===== config.mk =====
export PLATFORM = sky130hd
export DESIGN_NAME = opnd_bypass_ctrl
export DESIGN_NICKNAME = d
export VERILOG_FILES = /design/src/rtl/opnd_bypass_pkg.sv /design/src/rtl/byp_stage_match.sv /design/src/rtl/byp_src_pick.sv /design/src/rtl/byp_load_guard.sv /design/src/rtl/opnd_bypass_ctrl.sv
export SDC_FILE = /design/constraint.sdc
export NUM_CORES = 1
export LEC_CHECK = 0
export BUFFER_PORTS_ARGS = -buffer_cell sky130_fd_sc_hd__buf_4
export CAP_MARGIN = 10
export CELL_PAD_IN_SITES_DETAIL_PLACEMENT = 1
export CELL_PAD_IN_SITES_GLOBAL_PLACEMENT = 2
export CORE_MARGIN = 4
export CORE_UTILIZATION = 20
export DETAILED_ROUTE_END_ITERATION = 10
export PLACE_DENSITY = 0.87
export SETUP_SLACK_MARGIN = 0.2
export SLEW_MARGIN = 40
export SYNTH_ARGS = -nofsm -noshare
export SYNTH_HDL_FRONTEND = slang
export SYNTH_SLANG_ARGS = --single-unit

===== constraint.sdc =====
create_clock -name vclk -period 2.2
set_input_delay 0.22 -clock vclk [all_inputs]
set_output_delay 0.22 -clock vclk [all_outputs]
set_load 0.03 [all_outputs]

===== src/rtl/opnd_bypass_pkg.sv =====
package opnd_bypass_pkg;

  typedef enum logic [1:0] {
    SRC_REGFILE = 2'b00,
    SRC_MEMSTG  = 2'b01,
    SRC_WBSTG   = 2'b10
  } byp_src_e;

endpackage


===== src/rtl/byp_stage_match.sv =====
module byp_stage_match #(
  parameter int IDX_W = 5
) (
  input  logic [IDX_W-1:0] src_idx,
  input  logic [IDX_W-1:0] dst_idx,
  input  logic             dst_wr,
  output logic             hit
);

  logic idx_eq;
  logic dst_zero;

  always_comb begin
    idx_eq   = (src_idx == dst_idx);
    dst_zero = (dst_idx == '0);
    hit      = dst_wr && idx_eq && !dst_zero;
    if (src_idx == '0) begin
      AST_ZERO_IDX_NO_HIT: assert (!hit);
    end
    if (!dst_wr) begin
      AST_NOWR_NO_HIT: assert (!hit);
    end
  end

endmodule


===== src/rtl/byp_src_pick.sv =====
module byp_src_pick
  import opnd_bypass_pkg::*;
(
  input  logic       mem_hit,
  input  logic       wb_hit,
  output logic [1:0] sel
);

  byp_src_e pick;

  always_comb begin
    if (mem_hit) begin
      pick = SRC_MEMSTG;
    end else if (wb_hit) begin
      pick = SRC_WBSTG;
    end else begin
      pick = SRC_REGFILE;
    end
    sel = pick;
    AST_SEL_LEGAL: assert (sel != 2'b11);
    if (mem_hit && wb_hit) begin
      AST_MEM_PRIO: assert (sel == 2'b01);
    end
    if (!mem_hit && !wb_hit) begin
      AST_DEFAULT_REGFILE: assert (sel == 2'b00);
    end
  end

endmodule


===== src/rtl/byp_load_guard.sv =====
module byp_load_guard #(
  parameter int IDX_W   = 5,
  parameter int NUM_SRC = 2
) (
  input  logic [NUM_SRC-1:0][IDX_W-1:0] src_idx,
  input  logic [IDX_W-1:0]              mem_dst_idx,
  input  logic                          mem_wr_en,
  input  logic                          mem_is_load,
  output logic                          stall
);

  logic [NUM_SRC-1:0] use_hit;
  logic               load_wr;

  always_comb begin
    load_wr = mem_wr_en && mem_is_load && (mem_dst_idx != '0);
    for (int i = 0; i < NUM_SRC; i++) begin
      use_hit[i] = load_wr && (src_idx[i] == mem_dst_idx);
    end
    stall = |use_hit;
    if (!mem_wr_en) begin
      AST_STORE_NO_STALL: assert (!stall);
    end
    if (!mem_is_load) begin
      AST_NONLOAD_NO_STALL: assert (!stall);
    end
  end

endmodule


===== src/rtl/opnd_bypass_ctrl.sv =====
module opnd_bypass_ctrl #(
  parameter int IDX_W = 5
) (
  input  logic [IDX_W-1:0] ex_src_a_idx,
  input  logic [IDX_W-1:0] ex_src_b_idx,
  input  logic [IDX_W-1:0] mem_dst_idx,
  input  logic             mem_wr_en,
  input  logic             mem_is_load,
  input  logic [IDX_W-1:0] wb_dst_idx,
  input  logic             wb_wr_en,
  output logic [1:0]       fwd_sel_a,
  output logic [1:0]       fwd_sel_b,
  output logic             ld_stall_req
);

  localparam int NUM_SRC = 2;

  logic [NUM_SRC-1:0][IDX_W-1:0] src_vec;
  logic [NUM_SRC-1:0][1:0]       sel_vec;
  logic [NUM_SRC-1:0]            mem_hit;
  logic [NUM_SRC-1:0]            wb_hit;

  assign src_vec[0] = ex_src_a_idx;
  assign src_vec[1] = ex_src_b_idx;

  for (genvar g = 0; g < NUM_SRC; g++) begin : g_opnd
    byp_stage_match #(.IDX_W(IDX_W)) i_mem_match (
      .src_idx (src_vec[g]),
      .dst_idx (mem_dst_idx),
      .dst_wr  (mem_wr_en),
      .hit     (mem_hit[g])
    );

    byp_stage_match #(.IDX_W(IDX_W)) i_wb_match (
      .src_idx (src_vec[g]),
      .dst_idx (wb_dst_idx),
      .dst_wr  (wb_wr_en),
      .hit     (wb_hit[g])
    );

    byp_src_pick i_pick (
      .mem_hit (mem_hit[g]),
      .wb_hit  (wb_hit[g]),
      .sel     (sel_vec[g])
    );
  end

  byp_load_guard #(
    .IDX_W   (IDX_W),
    .NUM_SRC (NUM_SRC)
  ) i_load_guard (
    .src_idx     (src_vec),
    .mem_dst_idx (mem_dst_idx),
    .mem_wr_en   (mem_wr_en),
    .mem_is_load (mem_is_load),
    .stall       (ld_stall_req)
  );

  assign fwd_sel_a = sel_vec[0];
  assign fwd_sel_b = sel_vec[1];

endmodule


==> results of run 1 <==
==> power breakdown <==
group / leakage, nW / internal [mW] / switching (mW)
clock network: 0 / 0 / 0
logic: 0.229 / 0.0506 / 0.0416
registers: 0 / 0 / 0
==> per-stage QoR <==
stage / hold WS (ns) / util [%] / total power [mW] / worst slack, ns / std cells
2_1_floorplan: 0.595 / - / 0.0399 / 0.313 / 38
3_3_place_gp: 0.817 / 38.0 / 0.0927 / 0.378 / 79
3_5_place_dp: 0.796 / 38.0 / 0.0933 / 0.341 / 79
4_1_cts: 0.797 / 38.0 / 0.0938 / 0.343 / 79
5_1_grt: 0.808 / 38.0 / 0.101 / 0.261 / 79
6_report: 0.794 / 38.0 / 0.0922 / 0.348 / 79
==> layout make-up <==
type	count	area share, %
multi-input combinational	35	55.2
inverter	1	0.723
tap	15	3.61
timing repair buffer	28	40.5
==> cell families (layout without fill, tap and decap cells) <==
logic type | count (synthesis) | in the layout | synth area share (%)
simple gates | 12 | 12 | 29.5
buf+inv | 3 | 29 | 6.14
compound gates | 3 | 3 | 6.97
xor+xnor | 20 | 20 | 57.4
==> metal layers <==
layer	track usage [%]	share of wire (%)
met1	13.0	39
met2	18.7	48
met3	0.766	13
met5	0	0
met4	0	0
==> worst max-delay path, cell delays in order <==
cell and delay, ns:
buf_4 0.12, or4_1 0.53, o21ai_2 0.18, nor4_1 0.11
nor4_2 0.27, buf_4 0.20
==> cell usage in the layout, fill, tap and decap left out, drive strengths merged <==
cell,count
xor2,14
nand3,2
inv,1
or4,4
a211oi,1
xnor2,6
or3,2
o21ai,2
nor4,4
buf,28
==> how the worst max path moves through the flow <==
stage / from / endpoint / depth (start not counted)
after floorplan: mem_dst_idx[1] / fwd_sel_a[1] / 4
after global placement: mem_dst_idx[1] / fwd_sel_b[1] / 6
after detailed placement: mem_dst_idx[1] / fwd_sel_b[1] / 6
after CTS: mem_dst_idx[1] / fwd_sel_b[1] / 6
after global routing: mem_dst_idx[1] / fwd_sel_a[1] / 6
final: mem_dst_idx[1] / fwd_sel_b[1] / 6
==> impl_metrics.csv, run 1 <==
group,metric,value,unit
route,drt_iter0_drc,3,
layout,nNetsFinal,89,
power_and_ir_drop,irDropWorstVdd,47.1,µV
yosys,synthesis.nets,61,
placed_design,postPlaceCellArea,519,µm²
clock_network,cts_setup_buffers,0,
timing,relSlewSlack,68.9,%
timing,slew_violations,0,
timing,finalCriticalPeriod,1.85,ns
route,wl,1070,µm
timing,fmax,540,MHz
floorplanning,die-area,0.00222,mm²
floorplanning,ios,28,
placed_design,place_congestion,0.706,
layout,clkbuf_count,0,
clock_network,ctsResizeCount,0,
yosys,synth_common_cells,"14 x xor2_1, 6 x xnor2_1, 4 x or4_1",
setup_path,worstPathMaxFanout,3,
floorplanning,core,0.00137,mm²
yosys,yosys.area.top_type,"xor2_1",
status,status,"finished, final reports clean",
route,viasPerCell,4.68,
floorplanning,chipWidth,47.1,µm
hold_path,hp-start,"mem_is_load",
global_routing,grt_max_degree,4,
timing,fin_tns_setup,0,ns
placed_design,port_buffers,28,
yosys,ys_seq_area_share,0,%
setup_path,end_kind,"primary output",
layout,multi_input_area,287,µm²
timing,rsz0062_at_grt,"false",
yosys,synth_most_common_cell,"xor2_1",
layout,stdcell_area,519,µm²
power_and_ir_drop,p_leak,0.229,nW
global_routing,grt_overflow,0,
global_routing,grt_pass1_wl,1660,µm
timing,post-route-period-util,84.2,%
global_routing,antenna_found_initial,0,
route,routedWlPerCell,13.6,µm
floorplanning,rows,13,
setup_path,startpoint_type,"input port",
yosys,ys_types,12,
floorplanning,die_h,47.1,µm
layout,n_fill_cell,175,
yosys,syn_inst,38,
route,ant_nets,0,
yosys,synth_area_leaders,"xor2_1 40%, xnor2_1 17%, or4_1 9.8%, nor4_2 8.2%, buf_4 4.9%",
yosys,synth_top_area_share,40.2,%
setup_path,path_class,"input port to primary output",
timing,setup_violations,0,
layout,num_antenna_cells,0,
yosys,synth_area_per_cell,8.03,µm²
timing,hold_viol,0,
clock_network,hold_buffers,0,
global_routing,grt_pass1_vias,404,
hold_path,hold_path.class,"input port to primary output",
hold_path,hold_depth,4,
layout,regArea,0,µm²
route,remaining_drc_errors,0,
power_and_ir_drop,power_per_cell_area,178,mW/mm²
timing,tightestPinTransition,0.462,ns
setup_path,cp_data_arrival_time,1.63,ns
yosys,synth_area,305,µm²
yosys,ys.warnings.count,0,
floorplanning,initial_core_util,22.3,%
route,vias,370,
hold_path,min_to,"ld_stall_req",
setup_path,cp_data_required_time,1.98,ns
layout,area_delta_synth_final,70.1,%
layout,seq_cells,0,
route,dr.pass1.iters,2,
global_routing,grt_use_total,9.95,%
layout,drive_above_1_share,48.4,%
run,cap_violations,0,
(Power assumes the default switching activity.)
==> inputs of run 2 (changes only) <==
Settings changed: CORE_UTILIZATION 20 to 17, PLACE_DENSITY 0.87 to 0.78.
Clock period 2.2 ns to 1.7 ns, I/O delays scaled along.
==> run 2 against run 1 <==
  * Die area rose by 15%
  * Design area rose by 42%
  * Setup slack got worse by 0.32 ns
  * Sequential share of layout area did not move
  * Combinational power rose by 97%
  * Sequential cell count did not move
  * Critical path depth rose by 1
  * First-iteration DRC count fell by 33%
  * Core utilization rose by 5.3 points
  * Critical endpoint unchanged
==> impl_metrics.csv, run 2 (synthesized netlist as in run 1, its figures left out) <==
group,metric,value,unit
status,status,"finished, final reports clean",
global_routing,antenna_found_initial,0,
layout,area_delta_synth_final,142,%
timing,slew_violations,0,
power_and_ir_drop,power_per_cell_area,246,mW/mm²
route,remaining_drc_errors,0,
layout,num_antenna_cells,0,
route,routedWlPerCell,14.6,µm
setup_path,cp_data_arrival_time,1.50,ns
run,cap_violations,0,
timing,tightestPinTransition,0.356,ns
route,drt_iter0_drc,2,
placed_design,dp_hpwl,1090,µm
timing,post-route-period-util,98.1,%
layout,drive_above_1_share,75.7,%
layout,final_common_cell,"buf_4",
route,ant_nets,0,
setup_path,path_class,"input port to primary output",
power_and_ir_drop,total_power,0.182,mW
route,vias,407,
floorplanning,die_h,50.4,µm
route,dr.pass1.iters,2,
setup_path,startpoint_type,"input port",
route,viasPerCell,4.28,
layout,final_util,43.3,%
power_and_ir_drop,irDropWorstVdd,79.6,µV
setup_path,worstPathMaxFanout,2,
floorplanning,core,0.00171,mm²
route,wl_met2,753,µm
floorplanning,rows,15,
route,wl_met1,517,µm
placed_design,pre_cts_slack,-0.00749,ns
floorplanning,die-area,0.00254,mm²
route,wl_met3,114,µm
timing,hold_viol,0,
timing,setup_slack,0.0319,ns
floorplanning,chipWidth,50.4,µm
placed_design,port_buffers,28,
global_routing,grt_overflow,0,
timing,setup_violations,0,
setup_path,cp_data_required_time,1.53,ns
global_routing,grt_pass1_vias,437,
global_routing,grt_max_degree,4,
layout,nNetsFinal,95,
hold_path,hold_path.class,"input port to primary output",
timing,finalCriticalPeriod,1.67,ns
route,highest_layer,"met3",
placed_design,place_congestion,0.722,
clock_network,hold_buffers,0,
layout,clkbuf_count,0,
timing,hold_ws,0.703,ns
timing,fmax,599,MHz
layout,final_cell_mix,"27 x buf_4, 14 x xor2_1, 7 x buf_6",
floorplanning,initial_core_util,17.9,%
timing,relSlewSlack,76.1,%
setup_path,end_kind,"primary output",
global_routing,grt_pass1_wl,2160,µm
floorplanning,ios,28,
route,wl,1390,µm
timing,rsz0062_at_grt,"true",
layout,regArea,0,µm²
layout,seq_cells,0,
global_routing,grt_use_total,11.1,%
power_and_ir_drop,p_leak,0.316,nW
[run 2: cell count changes in the layout (fill, tap and decap cells not counted), moves of 3 or more]
| cell | before | now |
|---|---|---|
| buf_6 | 0 | 7 |
| xnor2_1 | 6 | 0 |
| xnor2_2 | 0 | 6 |
| nor4_4 | 0 | 4 |
| or4_1 | 4 | 1 |
| or4_4 | 0 | 3 |
[run 2: report_power, final]
part	switching, mW	internal, mW	total [mW]
registers	0	0	0
clock network	0	0	0
logic	0.0846	0.0971	0.182
[run 2: metrics by stage]
step           setup TNS (ns)  instances  cell area [µm²]
2_1_floorplan               0         38              332
3_3_place_gp                0         92              581
3_5_place_dp         -0.00749         92              581
4_1_cts                     0         95              698
5_1_grt               -0.0267         95              739
6_report                    0         95              739
[run 2: final cells by class]
cell class | instances | area, µm²
fillers | 205 | 968
inverters | 1 | 3.75
multi-input cells | 35 | 423
well taps | 25 | 31.3
repair buffers | 34 | 282
[run 2: what timing repair did]
item | in CTS | in global routing
pin swaps | 5 | 6
buffers inserted | 3 | 0
setup endpoints to repair | 5 | 5
gates resized for setup | 17 | 7
[run 2: critical path, stage by stage]
cell and delay (ns):
buf_6 0.09, or4_4 0.54, o21ai_4 0.19, buf_6 0.13, nor4_4 0.05, nor4_4 0.13, buf_4 0.19
[run 2: worst paths after layout]
check,startpoint,endpoint,slack [ns],cells past startpoint
hold / removal,mem_is_load,ld_stall_req,0.70,4
setup / recovery,mem_dst_idx[1],fwd_sel_b[1],0.03,7
[run 2: routing by layer]
layer / GRT usage, % / vias to the layer above
li1: - / 199
met1: 13.0 / 190
met2: 22.0 / 18
met3: 1.78 / 0
met4: 0 / 0
met5: 0 / -
==> inputs of run 3 (changes only) <==
==> constraint.sdc (replaced) <==
create_clock -name vclk -period 1.7
set_input_delay 0.17 -clock vclk [all_inputs]
set_output_delay 0.17 -clock vclk [all_outputs]
set_load 0.02 [all_outputs]
==> run 3 against run 2 <==
  * Final cell count fell by 3.2%
  * Sequential share of layout area did not move
  * Power fell by 9.4%
  * Fmax rose by 3.2%
  * Routed wire length fell by 5.1%
  * Count of clock-buffer cells in the layout did not move
  * Combinational power fell by 9%
  * Global-route usage fell by 1.1 points
  * Critical endpoint unchanged
==> impl_metrics.csv, run 3 (synthesized netlist as in run 1, its figures left out) <==
group,metric,value,unit
status,status,"finished, final reports clean",
floorplanning,chipWidth,50.4,µm
placed_design,pre_cts_slack,0.0182,ns
power_and_ir_drop,power_per_cell_area,241,mW/mm²
setup_path,cpPeakStageDelay,0.54,ns
layout,regArea,0,µm²
layout,area_delta_synth_final,123,%
layout,layout.cells.non_filler,92,
global_routing,antenna_found_initial,0,
timing,fin_tns_setup,0,ns
route,vias,382,
setup_path,cp_data_arrival_time,1.45,ns
timing,rsz0062_at_grt,"true",
setup_path,path_class,"input port to primary output",
timing,post-route-period-util,95.1,%
setup_path,cp_data_required_time,1.53,ns
placed_design,port_buffers,28,
power_and_ir_drop,irDropWorstVdd,76.7,µV
setup_path,crit_chain,"buf_8 -> or4_4 -> o21ai_4 -> nor4_2 -> nor4_4 -> buf_4",
route,routedWlPerCell,14.3,µm
layout,final_common_cell,"buf_4",
layout,num_antenna_cells,0,
setup_path,worstPathMaxFanout,3,
route,viasPerCell,4.15,
timing,setup_violations,0,
timing,hold_viol,0,
setup_path,startpoint_type,"input port",
layout,final_util,39.9,%
global_routing,grt_pass1_wl,2010,µm
power_and_ir_drop,p_leak,0.281,nW
hold_path,hold_path.class,"input port to primary output",
global_routing,grt_max_degree,4,
layout,drive_above_1_share,67.2,%
layout,final_cell_mix,"24 x buf_4, 14 x xor2_1, 6 x buf_6",
timing,tightestPinTransition,0.478,ns
global_routing,grt_pass1_vias,413,
route,wl,1320,µm
placed_design,dp.cells,89,
floorplanning,ios,28,
layout,clkbuf_count,0,
global_routing,grt_use_total,10.0,%
timing,setup_slack,0.0832,ns
global_routing,grt_overflow,0,
timing,slew_violations,0,
setup_path,crit_family,"simple AND/OR/NAND/NOR gates",
floorplanning,die_h,50.4,µm
timing,relSlewSlack,67.8,%
route,drt_iter0_drc,0,
layout,n_fill_cell,212,
setup_path,end_kind,"primary output",
timing,fmax,619,MHz
floorplanning,initial_core_util,17.9,%
placed_design,place_congestion,0.766,
route,remaining_drc_errors,0,
floorplanning,rows,15,
layout,nNetsFinal,92,
setup_path,cp.buffers_inverters,2,
route,dr.pass1.iters,1,
timing,hold_ws,0.691,ns
layout,seq_cells,0,
setup_path,cp_slowest_cell,"or4_4",
timing,finalCriticalPeriod,1.62,ns
floorplanning,die-area,0.00254,mm²
route,ant_nets,0,
floorplanning,core,0.00171,mm²
run,cap_violations,0,
==> run 3: changes by cell type in the layout (fill, tap and decap cells not counted), moves of 2 or more <==
cell     previous run  this run
nor4_4              4         2
xnor2_1             0         3
buf_4              27        24
nor4_2              0         2
xnor2_2             6         2
==> run 3: path summary, 6_finish.rpt <==
path	startpoint	endpoint	slack, ns	cells after the start
hold / removal	mem_is_load	ld_stall_req	0.69	4
setup / recovery	mem_dst_idx[1]	fwd_sel_b[1]	0.08	6
==> run 3: what timing repair did <==
action / in CTS / in global routing
hold buffers: 0 / 0
setup buffers: 1 / 2
pin swaps: 2 / 9
endpoints found under the setup margin: 4 / 5
cloned: 0 / 0
gates resized for setup: 4 / 17
endpoints found under the hold margin: 0 / 0
==> run 3: layout make-up <==
cell class	instances	area [µm²]	area share, %
Inverter	1	3.75	0.550
Multi-Input combinational cell	35	384	56.3
Tap cell	25	31.3	4.59
Timing Repair Buffer	31	263	38.5
==> run 3: report_power, final <==
group	internal [mW]	switching [mW]
Combinational	0.0911	0.0735
Clock	0	0
Sequential	0	0
Total	0.0911	0.0735
==> run 3: per-stage QoR <==
step           total power [mW]  cell area (µm²)
2_1_floorplan            0.0561              323
3_3_place_gp              0.126              549
3_5_place_dp              0.126              549
4_1_cts                   0.135              577
5_1_grt                   0.177              682
6_report                  0.165              682
==> run 3: metal layers <==
metal  routed length (µm)  global-route usage, %  part of all wire [%]  up-vias
met2                  667                   18.3                    51       19
met3                   72                  0.890                   5.5        0
li1                     -                      -                     -      193
met1                  575                   13.5                    44      170
met4                    0                      0                     0        0
met5                    0                      0                     0        -
